File: src/rtl/vclk_pkg.sv
package vclk_pkg;

  typedef enum logic [1:0] {
    ST_IDLE  = 2'd0,
    ST_FETCH = 2'd1,
    ST_RUN   = 2'd2,
    ST_DONE  = 2'd3
  } vclk_state_e;

  // Round a fixed-point value up to an integer by shifting out sh fraction bits.
  function automatic logic [63:0] ceil_shift(input logic [63:0] v, input int unsigned sh);
    logic [63:0] bias;
    bias = (64'd1 << sh) - 64'd1;
    return (v + bias) >> sh;
  endfunction

  // Larger of two unsigned 64-bit values.
  function automatic logic [63:0] umax(input logic [63:0] a, input logic [63:0] b);
    return (a > b) ? a : b;
  endfunction

endpackage

File: src/rtl/vclk_period_calc.sv
module vclk_period_calc #(
  parameter int EW   = 16,
  parameter int RW   = 16,
  parameter int FRAC = 8,
  parameter int PW   = 24
) (
  input  logic [EW-1:0] energy,
  input  logic [EW-1:0] emax,
  input  logic [RW-1:0] recip,
  input  logic          tag_capt,
  input  logic          fixed,
  input  logic [PW-1:0] shift_min,
  input  logic [PW-1:0] capt_min,
  output logic [PW-1:0] period
);
  import vclk_pkg::*;

  localparam logic [63:0] PER_CAP = (64'd1 << PW) - 64'd1;
  localparam logic [63:0] PER_FLOOR = 64'd2;

  logic [EW-1:0] e_sel;
  logic [63:0]   prod;
  logic [63:0]   scaled;
  logic [63:0]   tag_min;
  logic [63:0]   lower;
  logic [63:0]   chosen;

  always_comb begin
    e_sel   = fixed ? emax : energy;
    prod    = 64'(e_sel) * 64'(recip);
    scaled  = ceil_shift(prod, FRAC);
    tag_min = tag_capt ? 64'(capt_min) : 64'(shift_min);
    lower   = fixed ? PER_FLOOR : umax(tag_min, PER_FLOOR);
    chosen  = umax(scaled, lower);
    period  = (chosen > PER_CAP) ? PER_CAP[PW-1:0] : chosen[PW-1:0];
  end

endmodule

File: src/rtl/vclk_phase_gen.sv
module vclk_phase_gen #(
  parameter int PW = 24
) (
  input  logic          clk,
  input  logic          rst_n,
  input  logic          clear,
  input  logic          load,
  input  logic [PW-1:0] load_per,
  input  logic          run,
  output logic          tck,
  output logic          last
);
  logic [PW-1:0] tick;
  logic [PW-1:0] per;
  logic [PW-1:0] hi_len;
  logic [PW-1:0] tick_nx;

  assign tick_nx = tick + 1'b1;
  assign last    = run && (tick == per - 1'b1);

  always_ff @(posedge clk or negedge rst_n) begin
    if (!rst_n) begin
      tick   <= '0;
      per    <= '0;
      hi_len <= '0;
      tck    <= 1'b0;
    end else if (clear) begin
      tick   <= '0;
      per    <= '0;
      hi_len <= '0;
      tck    <= 1'b0;
    end else if (load) begin
      tick   <= '0;
      per    <= load_per;
      hi_len <= load_per >> 1;
      tck    <= 1'b1;
    end else if (run) begin
      tick   <= tick_nx;
      tck    <= (tick_nx < hi_len);
    end else begin
      tck    <= 1'b0;
    end
  end

endmodule

File: src/rtl/vclk_accum.sv
module vclk_accum #(
  parameter int PW = 24,
  parameter int TW = 40,
  parameter int CW = 32
) (
  input  logic          clk,
  input  logic          rst_n,
  input  logic          clear,
  input  logic          add,
  input  logic [PW-1:0] amount,
  output logic [TW-1:0] total,
  output logic [CW-1:0] count
);
  always_ff @(posedge clk or negedge rst_n) begin
    if (!rst_n) begin
      total <= '0;
      count <= '0;
    end else if (clear) begin
      total <= '0;
      count <= '0;
    end else if (add) begin
      total <= total + TW'(amount);
      count <= count + 1'b1;
    end
  end

endmodule

File: src/rtl/pwr_clk_gen.sv
module pwr_clk_gen #(
  parameter int EW   = 16,
  parameter int RW   = 16,
  parameter int FRAC = 8,
  parameter int PW   = 24,
  parameter int TW   = 40,
  parameter int CW   = 32
) (
  input  logic          clk,
  input  logic          rst_n,
  input  logic          start,
  input  logic          sync_mode,
  input  logic [RW-1:0] recip,
  input  logic [PW-1:0] shift_min,
  input  logic [PW-1:0] capt_min,
  input  logic [EW-1:0] emax,
  input  logic          e_valid,
  input  logic [EW-1:0] e_data,
  input  logic          e_capture,
  output logic          e_ready,
  output logic          tck,
  output logic          done,
  output logic [TW-1:0] total_time,
  output logic [CW-1:0] cycle_count
);
  import vclk_pkg::*;

  vclk_state_e   state;
  logic          fixed_q;
  logic          run_state;
  logic          per_last;
  logic          ld_fire;
  logic          boundary;
  logic [PW-1:0] ld_per;

  assign run_state = (state == ST_RUN);
  assign boundary  = (state == ST_FETCH) || per_last;
  assign e_ready   = boundary;
  assign ld_fire   = boundary && e_valid && !start;
  assign done      = (state == ST_DONE);

  always_ff @(posedge clk or negedge rst_n) begin
    if (!rst_n) begin
      state   <= ST_IDLE;
      fixed_q <= 1'b0;
    end else if (start) begin
      state   <= ST_FETCH;
      fixed_q <= sync_mode;
    end else if (boundary) begin
      state   <= e_valid ? ST_RUN : ST_DONE;
    end
  end

  vclk_period_calc #(.EW(EW), .RW(RW), .FRAC(FRAC), .PW(PW)) u_calc (
    .energy    (e_data),
    .emax      (emax),
    .recip     (recip),
    .tag_capt  (e_capture),
    .fixed     (fixed_q),
    .shift_min (shift_min),
    .capt_min  (capt_min),
    .period    (ld_per)
  );

  vclk_phase_gen #(.PW(PW)) u_phase (
    .clk      (clk),
    .rst_n    (rst_n),
    .clear    (start),
    .load     (ld_fire),
    .load_per (ld_per),
    .run      (run_state),
    .tck      (tck),
    .last     (per_last)
  );

  vclk_accum #(.PW(PW), .TW(TW), .CW(CW)) u_acc (
    .clk    (clk),
    .rst_n  (rst_n),
    .clear  (start),
    .add    (ld_fire),
    .amount (ld_per),
    .total  (total_time),
    .count  (cycle_count)
  );

endmodule

File: config.mk
export PLATFORM = sky130hd
export DESIGN_NAME = pwr_clk_gen
export DESIGN_NICKNAME = d
export VERILOG_FILES = /design/src/rtl/vclk_pkg.sv /design/src/rtl/vclk_period_calc.sv /design/src/rtl/vclk_phase_gen.sv /design/src/rtl/vclk_accum.sv /design/src/rtl/pwr_clk_gen.sv
export SDC_FILE = /design/constraint.sdc
export NUM_CORES = 1
export LEC_CHECK = 0
export BUFFER_PORTS_ARGS = -buffer_cell sky130_fd_sc_hd__buf_2
export CAP_MARGIN = 20
export CORE_ASPECT_RATIO = 1.4
export CORE_MARGIN = 10
export CORE_UTILIZATION = 40
export DETAILED_ROUTE_END_ITERATION = 7
export HOLD_SLACK_MARGIN = 0.03
export SKIP_LAST_GASP = 1
export SYNTH_ARGS = -nofsm -noshare
export SYNTH_HDL_FRONTEND = slang
export SYNTH_HIERARCHICAL = 1
export SYNTH_SLANG_ARGS = --single-unit
File: constraint.sdc
create_clock -name clk -period 28.9 [get_ports clk]
set_input_delay 2.89 -clock clk [delete_from_list [all_inputs] [get_ports clk]]
set_output_delay 2.89 -clock clk [all_outputs]
set_load 0.01 [all_outputs]
==> flow_metrics.env <==
export IMPL_setup_viol=0
export IMPL_post_cts_setup_buffers=0
export IMPL_ys_warn_count=6
export IMPL_status="finished, final reports clean"
export IMPL_arrival_ns=13.63
export IMPL_die_width_um=205.6
export IMPL_cts_sinks=124
export IMPL_min_delay_start="fixed_q"
export IMPL_crit_path_max_fanout=29
export IMPL_drive_gt1_frac=0.1282
export IMPL_viasPerCell=5.425
export IMPL_synthAdderAreaFrac=0.3290
export IMPL_yosys_area_share_xor_xnor=0.05858
export IMPL_cts_htree_levels=4
export IMPL_timing_final_crit_share=0.4604
export IMPL_hold_class="flip-flop to flip-flop"
export IMPL_synth_area_sq_mm=0.01929
export IMPL_critPathTopFamily="adder cells"
export IMPL_cp_startpoint="emax[6]"
export IMPL_syn_avg_cell_area_sq_um=8.549
export IMPL_gp_congestion=0.9124
export IMPL_r2r_slack_ns=17.34
export IMPL_yosysTopAreaCell="fa_1"
export IMPL_rows=95
export IMPL_first_global_vias=17300
export IMPL_worstPathRequired_ns=29.22
export IMPL_antenna_found_initial=0
export IMPL_synthMuxAreaShare=0.05300
export IMPL_postLayoutCoreUtil=0.4419
export IMPL_port_buffers=176
export IMPL_max_stage_delay_ns=0.84
export IMPL_crit_path_frequent_cell="fa_1"
export IMPL_rsz0062_at_grt="no"
export IMPL_postRouteAntennaNets=0
export IMPL_final_common_cell="inv_1"
export IMPL_drt_iter0_drc=874
export IMPL_crit_buf_inv=6
export IMPL_clkSlewWorstSetupHoldPaths_ns=0.06
export IMPL_cts_resized=0
export IMPL_tns_ns=0
export IMPL_fin_crit_ns=13.31
export IMPL_drc=0
export IMPL_die_h_um=279.8
export IMPL_hold_viol_final=0
export IMPL_drt_total_wl_mm=55.68
export IMPL_grtUsageTotal=0.1965
export IMPL_grt_first_pass_wirelength_mm=91.29
export IMPL_die_area_sq_mm=0.05753
export IMPL_cp_start_kind="primary input"
export IMPL_wire_per_inst_um=18.60
export IMPL_cts_buffer_depth=2
export IMPL_r2r_start="fixed_q"
export IMPL_synth_compound_area_frac=0.1032
export IMPL_crit_type="primary input to flip-flop"
export IMPL_fin_area_sq_mm=0.02117
export IMPL_synth_top_family_by_area="adder cells"
export IMPL_synth_cell_types=89
export IMPL_place_area_sq_mm=0.02059
export IMPL_grt_start_max_net_pins=71
export IMPL_cts_buffers=17
export IMPL_cts_tree="built"
export IMPL_fill_cells=4775
export IMPL_cts_root_buf="clkbuf_16"
export IMPL_grt_overflow=0
export IMPL_synth_top_area_share=0.2097
export IMPL_synthCells=2256
export IMPL_cts_hold_buffers=0
export IMPL_postSynth_asyncResetShare=1.000
export IMPL_clk_latency_ns=0.44
export IMPL_antenna_cells=0
export IMPL_end_kind="flip-flop"
export IMPL_final_nets=2839
export IMPL_syn_num_nets=2744
export IMPL_synth_edf_count=0
export IMPL_start_util=0.4026
export IMPL_yosys_area_share_simple=0.2121
export IMPL_fmax_mhz=75.15
export IMPL_max_slew_margin=0.2289
export IMPL_vias=16240
export IMPL_synth_flop_cell="dfrtp_1"
export IMPL_slowest_stage="o21a_1"
export IMPL_core_area_sq_mm=0.04790
export IMPL_firstDrtPassIters=5
export IMPL_drv_cap=0
export IMPL_worst_pin_slew_ns=1.146
export IMPL_drv_slew=0
export IMPL_ys_top_cells_by_area="fa_1, dfrtp_1, ha_1"
export IMPL_area_delta_synth_final_pct=9.757
export IMPL_final_cell_mix="inv_1, nand2_1, fa_1"
export IMPL_dp_hpwl_mm=45.19
export IMPL_seq_area_frac_synth=0.1609
export IMPL_finalClockSkew_ns=0.01438
export IMPL_synth_seq_cells=124
export IMPL_io_pins=177
-- Yosys cell counts, drive strengths merged (6+ instances only) --
| cell | instances |
|---|---|
| and3 | 28 |
| o211ai | 27 |
| dfrtp | 124 |
| o31ai | 7 |
| fa | 202 |
| nor3 | 33 |
| a31oi | 12 |
| nand2b | 13 |
| or2 | 15 |
| inv | 303 |
| a21o | 27 |
| nor2 | 150 |
| nor3b | 6 |
| and2 | 117 |
| a211oi | 17 |
| mux2i | 50 |
| clkbuf | 88 |
| or4 | 8 |
| xor2 | 71 |
| nand3 | 64 |
| a21oi | 78 |
| or3 | 16 |
| o21ai | 44 |
| o2111ai | 10 |
| mux2 | 46 |
| ha | 184 |
| nand2 | 272 |
| nand4 | 47 |
| nor2b | 20 |
| buf | 22 |
| nor4 | 19 |
| xnor2 | 58 |
| o21a | 12 |
-- flip-flops by register name, summed over array words and instances, names as in the netlist --
register	cells
u_acc/total	40
u_acc/count	32
u_phase/tick	24
u_phase/per	23
state	2
fixed_q	1
u_phase/hi_len	1
u_phase/tck	1
-- final cells by class --
class	instances	area (sq um)	share of cell area
well taps	630	788.3	0.03724
flip-flops and latches	124	3103	0.1466
inverters	303	1137	0.05373
multi-input cells	1719	14600	0.6896
clock buffers	18	439.2	0.02075
repair buffers	186	960.9	0.04539
clock inverters	13	141.4	0.006679
-- final timing paths --
path,depth (start not counted),endpoint
setup / recovery,36,u_acc/total[37]
hold / removal,1,fixed_q
setup reg to reg,36,u_acc/total[37]
hold reg to reg,1,fixed_q
max in group asynchronous,3,u_acc/total[23]
min in group asynchronous,1,u_acc/count[24]
-- cells by family (layout without fill, tap and decap cells) --
| group | Yosys count | in the layout |
|---|---|---|
| AND/OR/NAND/NOR | 824 | 824 |
| buffers and inverters | 413 | 520 |
| adder cells (fa/ha/maj) | 386 | 386 |
| AO/OA/AOI/OAI | 284 | 284 |
| XOR/XNOR | 129 | 129 |
| flip-flops | 124 | 124 |
| multiplexers | 96 | 96 |
-- metrics by stage --
step	worst slack, ns	hold slack (ns)	instances
after floorplan	16.44	0.5040	2256
after global placement	15.38	0.4930	2962
after detailed placement	15.30	0.5063	2962
after CTS	15.70	0.5123	2993
after global routing	14.92	0.5355	2993
final	15.59	0.5095	2993
-- worst reg2reg max path, delay by kind of cell (launching register included) --
kind | cells | cell delay (ns)
AOI/OAI and AO/OA | 12 | 3.89
xor gates and xnor gates | 1 | 0.21
adders and majority gates | 9 | 4.34
buffers and inverters | 6 | 0.60
DFF | 1 | 0.34
muxes | 2 | 0.93
and+or+nand+nor | 6 | 1.13
-- layer usage --
metal,global-route usage,up-vias,part of all wire
met4,0.09369,0,0.043
met1,0.2285,8047,0.40
met5,0,-,0
li1,-,7663,-
met2,0.3427,425,0.50
met3,0.03272,103,0.053
Power is left out: the tool's default activity adds up to more than one toggle a clock period on the data nets, which glitch-free logic cannot reach.
